<file path="config.mk">
export PLATFORM = sky130hd
export DESIGN_NAME = mux_bus_master
export DESIGN_NICKNAME = d
export VERILOG_FILES = /design/src/rtl/mbm_pkg.sv /design/src/rtl/mbm_sync.sv /design/src/rtl/mbm_counter.sv /design/src/rtl/mux_bus_master.sv
export SDC_FILE = /design/constraint.sdc
export NUM_CORES = 1
export LEC_CHECK = 0
export BUFFER_PORTS_ARGS = -buffer_cell sky130_fd_sc_hd__buf_2
export CAP_MARGIN = 25
export CORE_UTILIZATION = 35
export DETAILED_ROUTE_END_ITERATION = 10
export SETUP_SLACK_MARGIN = 0.3
export SYNTH_ARGS = -nofsm -noshare
export SYNTH_HDL_FRONTEND = slang
export SYNTH_SLANG_ARGS = --single-unit
</file>
<file path="constraint.sdc">
create_clock -name clk -period 5 [get_ports clk]
set_clock_uncertainty 0.2 [all_clocks]
set_input_delay 0 -clock clk [delete_from_list [all_inputs] [get_ports clk]]
set_output_delay 0 -clock clk [all_outputs]
set_load 0.005 [all_outputs]
</file>
<file path="src/rtl/mbm_pkg.sv">
// Shared definitions for the multiplexed bus master.
// Assumes an 8-bit shared bus and a 16-bit address split into two bytes.
package mbm_pkg;
    localparam int DATA_W  = 8;
    localparam int ADDR_W  = 2 * DATA_W;
    localparam int NUM_SEL = 2;

    typedef enum logic [3:0] {
        PH_IDLE,
        PH_ALO,
        PH_ALO_OFF,
        PH_AHI,
        PH_AHI_OFF,
        PH_DATA,
        PH_SEL,
        PH_STRB,
        PH_FIN
    } phase_t;
endpackage

</file>
<file path="src/rtl/mbm_sync.sv">
// Multi-flop synchroniser for one asynchronous level.
// Assumes STAGES >= 2; the output resets to RST_VAL.
module mbm_sync #(
    parameter int   STAGES  = 2,
    parameter logic RST_VAL = 1'b1
) (
    input  logic clk,
    input  logic rst_n,
    input  logic d_i,
    output logic q_o
);
    logic [STAGES-1:0] shift_q;

    // Shift the asynchronous level through the flop chain.
    always_ff @(posedge clk) begin
        if (!rst_n) shift_q <= {STAGES{RST_VAL}};
        else        shift_q <= {shift_q[STAGES-2:0], d_i};
    end

    assign q_o = shift_q[STAGES-1];
endmodule

</file>
<file path="src/rtl/mbm_counter.sv">
// Cycle counter that flags the LIMIT-th enabled cycle.
// Assumes LIMIT >= 1; clear has priority over enable.
module mbm_counter #(
    parameter int LIMIT = 4
) (
    input  logic clk,
    input  logic rst_n,
    input  logic clr_i,
    input  logic en_i,
    output logic last_o
);
    localparam int            W   = (LIMIT > 1) ? $clog2(LIMIT) : 1;
    localparam logic [W-1:0]  TOP = W'(LIMIT - 1);

    logic [W-1:0] cnt_q;

    // Count enabled cycles, restarting on clear.
    always_ff @(posedge clk) begin
        if (!rst_n)     cnt_q <= '0;
        else if (clr_i) cnt_q <= '0;
        else if (en_i)  cnt_q <= cnt_q + 1'b1;
    end

    assign last_o = en_i && (cnt_q == TOP);
endmodule

</file>
<file path="src/rtl/mux_bus_master.sv">
// Single-byte access master for a shared address/data bus with two devices.
// Sequence: low address latch, high address latch, data setup, select,
// strobe until the synchronised acknowledge is seen low or a timeout expires,
// then one idle completion cycle carrying done.
// Assumes the device holds read data stable while it asserts acknowledge.
module mux_bus_master
    import mbm_pkg::*;
#(
    parameter int HOLD_CYC    = 2,
    parameter int TMO_CYC     = 250000,
    parameter int SYNC_STAGES = 2
) (
    input  logic              clk,
    input  logic              rst_n,
    input  logic              req_i,
    input  logic              wr_i,
    input  logic              slot_i,
    input  logic [ADDR_W-1:0] addr_i,
    input  logic [DATA_W-1:0] wdata_i,
    output logic              busy_o,
    output logic              done_o,
    output logic              err_o,
    output logic [DATA_W-1:0] rdata_o,
    output logic [DATA_W-1:0] bus_dout_o,
    output logic              bus_doe_o,
    input  logic [DATA_W-1:0] bus_din_i,
    output logic [NUM_SEL-1:0] cs_n_o,
    output logic              stb_lo_o,
    output logic              stb_hi_o,
    output logic              rd_n_o,
    output logic              wr_n_o,
    input  logic              ack_n_i
);
    phase_t            st_q, st_nx;
    logic [ADDR_W-1:0] addr_q;
    logic [DATA_W-1:0] wdata_q;
    logic [DATA_W-1:0] rdata_q;
    logic              wr_q;
    logic              slot_q;
    logic              err_q;
    logic              ack_s;
    logic              hold_en, hold_last;
    logic              tmo_en, tmo_last;
    logic              sel_active;

    mbm_sync #(
        .STAGES  (SYNC_STAGES),
        .RST_VAL (1'b1)
    ) u_ack_sync (
        .clk   (clk),
        .rst_n (rst_n),
        .d_i   (ack_n_i),
        .q_o   (ack_s)
    );

    assign hold_en = (st_q == PH_ALO) || (st_q == PH_AHI);

    mbm_counter #(.LIMIT(HOLD_CYC)) u_hold_cnt (
        .clk    (clk),
        .rst_n  (rst_n),
        .clr_i  (hold_last || !hold_en),
        .en_i   (hold_en),
        .last_o (hold_last)
    );

    assign tmo_en = (st_q == PH_STRB);

    mbm_counter #(.LIMIT(TMO_CYC)) u_tmo_cnt (
        .clk    (clk),
        .rst_n  (rst_n),
        .clr_i  (!tmo_en),
        .en_i   (tmo_en),
        .last_o (tmo_last)
    );

    // Choose the next phase of the access sequence.
    always_comb begin
        st_nx = st_q;
        unique case (st_q)
            PH_IDLE:    if (req_i) st_nx = PH_ALO;
            PH_ALO:     if (hold_last) st_nx = PH_ALO_OFF;
            PH_ALO_OFF: st_nx = PH_AHI;
            PH_AHI:     if (hold_last) st_nx = PH_AHI_OFF;
            PH_AHI_OFF: st_nx = PH_DATA;
            PH_DATA:    st_nx = PH_SEL;
            PH_SEL:     st_nx = PH_STRB;
            PH_STRB:    if (!ack_s || tmo_last) st_nx = PH_FIN;
            PH_FIN:     st_nx = PH_IDLE;
            default:    st_nx = PH_IDLE;
        endcase
    end

    // Advance the phase register.
    always_ff @(posedge clk) begin
        if (!rst_n) st_q <= PH_IDLE;
        else        st_q <= st_nx;
    end

    // Capture the request fields when an access is accepted.
    always_ff @(posedge clk) begin
        if (!rst_n) begin
            addr_q  <= '0;
            wdata_q <= '0;
            wr_q    <= 1'b0;
            slot_q  <= 1'b0;
        end else if (st_q == PH_IDLE && req_i) begin
            addr_q  <= addr_i;
            wdata_q <= wdata_i;
            wr_q    <= wr_i;
            slot_q  <= slot_i;
        end
    end

    // Record the outcome of the strobe phase: read byte and error flag.
    always_ff @(posedge clk) begin
        if (!rst_n) begin
            rdata_q <= '0;
            err_q   <= 1'b0;
        end else if (st_q == PH_STRB) begin
            if (!ack_s) begin
                err_q <= 1'b0;
                if (!wr_q) rdata_q <= bus_din_i;
            end else if (tmo_last) begin
                err_q <= 1'b1;
            end
        end
    end

    assign sel_active = (st_q == PH_SEL) || (st_q == PH_STRB);

    // One select line per device, active only for the latched slot.
    for (genvar g = 0; g < NUM_SEL; g++) begin : g_sel
        assign cs_n_o[g] = !(sel_active && (slot_q == 1'(g)));
    end

    // Decode the line drivers and strobes from the current phase.
    always_comb begin
        stb_lo_o   = 1'b0;
        stb_hi_o   = 1'b0;
        rd_n_o     = 1'b1;
        wr_n_o     = 1'b1;
        bus_doe_o  = 1'b0;
        bus_dout_o = wdata_q;
        unique case (st_q)
            PH_ALO, PH_ALO_OFF: begin
                bus_doe_o  = 1'b1;
                bus_dout_o = addr_q[DATA_W-1:0];
                stb_lo_o   = (st_q == PH_ALO);
            end
            PH_AHI, PH_AHI_OFF: begin
                bus_doe_o  = 1'b1;
                bus_dout_o = addr_q[ADDR_W-1:DATA_W];
                stb_hi_o   = (st_q == PH_AHI);
            end
            PH_DATA, PH_SEL: bus_doe_o = wr_q;
            PH_STRB: begin
                bus_doe_o = wr_q;
                rd_n_o    = wr_q;
                wr_n_o    = !wr_q;
            end
            default: ;
        endcase
    end

    assign busy_o  = (st_q != PH_IDLE);
    assign done_o  = (st_q == PH_FIN);
    assign err_o   = err_q;
    assign rdata_o = rdata_q;
endmodule

</file>
==> results.txt <==
The estimated wirelength of the detail-placed design is 4141 µm. The Yosys step of the flow raised 0 warnings. Setup repair after global routing left no endpoint under its margin. The max-slew violation total from the final report is 0.

The number of instances in the synthesized netlist came out at 315. The number of antenna diodes in the final layout is 0. The run finished with clean final reports. The post-synthesis async set-or-reset flop share is 0%. The overall routed net length came out at 6395 µm. In this run the worst setup path begins at st_q[2].

In this run the horizontal extent of the chip is 89.88 µm. The all-layer global routing usage is 16.68%. The number of buffers inserted by port buffering is 63.

The number of buffers and inverters on the critical path came out at 1. The overflow left after global routing came out at 0. The clock-pin slew of the registers on the worst-case setup and hold paths came out at 0.07 ns. The cell with the largest stage delay on the worst path is dfxtp_1. The initial DRC count is 91. The max-cap check violation count came out at 0. The fraction of final layout cells with drive strength greater than 1 is 21.74%. The placeable core region is 0.007370 mm².

Summing every instance area after synthesis gives 0.002703 mm². The ratio of final minimum period to clock period came out at 52.65%. The number of placed cells counting well taps came out at 460. In the routed layout, each cell is associated on average with a via count of 4.717. The flip-flop cell with the highest count after synthesis is dfxtp_1. The die height came out at 89.88 µm.

The synthesized netlist devotes 16.81% of its cell area to compound gates. The maximum resistive drop on vdd came out at 0.1224 mV. The number of nets in the final layout came out at 448. The number of cells on the worst reg-to-reg path is 4. The min-delay analysis places its worst path in the category in2reg. The finished layout holds 513 standard cells, fillers aside. The setup TNS is 0 ns. The total of endpoints with negative setup slack in the final report came out at 0. The number of buffers inserted by post-CTS setup repair is 0. The power per cell area came out at 391.3 mW/mm².

The later pin in the worst-skew pair is clocked with a latency of 0.34 ns. The number of fillers in the final layout came out at 704. The netlist uses 46 different library cells. The flip-flop and latch area is 0.001201 mm². The first-pass GRT wire length is 10780 µm. The achievable frequency came out at 379.9 MHz. No sink is reached through more buffers than the 2 on the longest clock path. The average footprint of a synthesized cell is 8.580 µm². The deepest level of the CTS H-tree came out at 3. The relative slew slack is 32.90%. The total count of hold-check failures in the final report came out at 0. The vias after detailed routing came out at 2420. The number of global-route vias before repair is 2304. The final RePlAce weighted congestion came out at 0.7865. The number of buffers inserted during clock tree synthesis came out at 9. For this run, the slowest stage of the critical path takes 0.56 ns. The slew at the pin with the worst max-slew slack is 1.004 ns. The worst flop-to-flop path startpoint is st_q[2]. In this run the most critical hold path is launched from rst_n. The share of synthesized cell area in and, or, nand and nor gates came out at 28.10%. In this run the remaining antenna-violating nets after routing total 0.

The xor/xnor cell area share of the yosys netlist is 3.565%. The post-synthesis mux area share came out at 3.704%. The critical path is of the reg2out type. In the final routed layout, each cell accounts on average for 12.47 µm. Counting flops with a built-in enable in the synthesized netlist gives 0. In this run the clock root is driven by a clkbuf_8. The final period demand of the worst path is 2.633 ns. The net count after synthesis came out at 354.

TritonCTS built the clock tree. The worst setup path is launched from a flip-flop. The number of search-and-repair iterations in the first detailed-routing pass is 4.

The clock sink count is 60. The initial cell density of the core came out at 36.67%. The adder-cell area share of the yosys netlist is 0.4630%. The post-synthesis sequential element count is 60.

By area, the combinational part of the netlist is dominated by simple AND/OR/NAND/NOR gates. The multi-input gate area in the final layout is 0.001423 mm². The area enclosed by the die boundary came out at 0.008078 mm². The number of antenna violations at the first check in global routing is 0. The worst setup path is captured at an output pin. The part of the Yosys area used for sequential elements came out at 44.44%. The maximum fanout encountered on the critical timing path came out at 13. The required time of the worst setup path came out at 4.80 ns.

The final routed DRC violation total is 0. From synthesis to final layout, the design area changed by 35.79%. In this run the number of cells on the critical path is 5. The signal on the critical path passes through or3b_2 > a21oi_2 > nor2_1 > a21o_1 > buf_2. The maximum number of pins on one net before global-route repair is 46. The cell row count came out at 31. Pin placement for this block handled 64 I/O pins. Grouping stages by cell kind, the critical path spends the most delay in simple AND/OR/NAND/NOR gates. In this run the static leakage power is 1.464 nW.

The number of cells traversed by the worst hold path is 2. Data arrives at the worst endpoint at 2.43 ns.
[synth_stat cells, types with 5 or more instances]
library cell   n  area [µm²]
nand2_1       69       259.0
dfxtp_1       60        1201
nor2b_1        9       56.30
nand3_1        6       30.03
mux2i_1       10       100.1
nor2_1        23       86.33
nor3_1         8       40.04
a21boi_0      26       195.2
a21oi_1        5       25.02
o21ai_0        7       35.03
a21o_1         8       60.06
xnor2_1        9       78.83
clkbuf_1      14       52.55
a22o_1         8       70.07
[final timing paths]
kind                                end  slack [ns]
setup / recovery          bus_dout_o[5]        2.37
hold / removal    u_ack_sync.shift_q[1]        0.01
setup reg to reg              addr_q[4]        2.78
hold reg to reg        u_hold_cnt.cnt_q        0.22
[kinds of logic (layout without fill, tap and decap cells)]
logic type,Yosys count,after routing
simple gates,151,151
compound gates,62,62
buf+inv,20,119
xor+xnor,11,11
flops,60,60
mux,10,10
fa+ha+maj,1,1
[sequential cells by signal, indices dropped and copies added (netlist names)]
register            flops
st_q                    4
addr_q                 16
wdata_q                 8
u_hold_cnt.cnt_q        1
err_o                   1
u_tmo_cnt.cnt_q        18
u_ack_sync.shift_q      2
slot_q                  1
rdata_o                 8
wr_q                    1
[layout make-up]
cell class                      count  area share, %
Clock buffer                       10          3.750
Sequential cell                    60          32.73
Multi-Input combinational cell    235          38.77
Inverter                            3         0.3069
Clock inverter                      6          2.387
Timing Repair Buffer              100          18.68
Tap cell                           99          3.375
[report_power, final]
| group | leakage (nW) | switching [W] | internal [W] |
|---|---|---|---|
| registers | 0.488 | 0.0000554 | 0.000529 |
| clock network | 0.105 | 0.000195 | 0.000293 |
| logic | 0.871 | 0.000209 | 0.000155 |
[layout by cell type (no fill, tap or decap), types with 3 or more instances in the layout]
cell type,count
dfxtp_1,60
dlygate4sd3_1,37
nand2b_1,4
nor2b_1,9
nor4_1,4
xnor2_1,9
clkbuf_8,10
nand3_1,6
a22o_1,8
o21ai_0,7
nor2_1,23
nand2_1,69
mux2i_1,10
or3_1,4
inv_1,3
clkinvlp_4,3
and3_1,4
a21boi_0,26
a21o_1,8
buf_2,63
nor3_1,8
a21oi_1,5
[metal layers]
metal  routed length (µm)  vias to the layer above  track usage, %  share of wire (%)
li1                     -                     1271               -                  -
met1                 3218                     1079           22.31                 50
met4                   97                        0           7.258                1.5
met3                  253                       10           3.553                4.0
met5                    0                        -               0                  0
met2                 2825                       60           25.90                 44
[stage by stage]
step	hold WS [ns]	util [%]	cell area (µm²)	setup WS, ns	total power [W]
after floorplan	-0.09853	-	2703	3.138	0.0008230
after global placement	-0.01728	41.71	3074	2.740	0.0009340
after detailed placement	-0.01511	41.71	3074	2.738	0.0009381
after CTS	0.01728	49.80	3670	2.360	0.001451
after global routing	0.08263	49.80	3670	2.202	0.001533
final	0.01481	49.80	3670	2.367	0.001436
[what timing repair did]
item / CTS / global route
hold buffers: 37 / 0
gates resized for setup: 0 / 0
hold endpoints to repair: 36 / 0
Note: power is estimated with default switching activity, not from simulation.
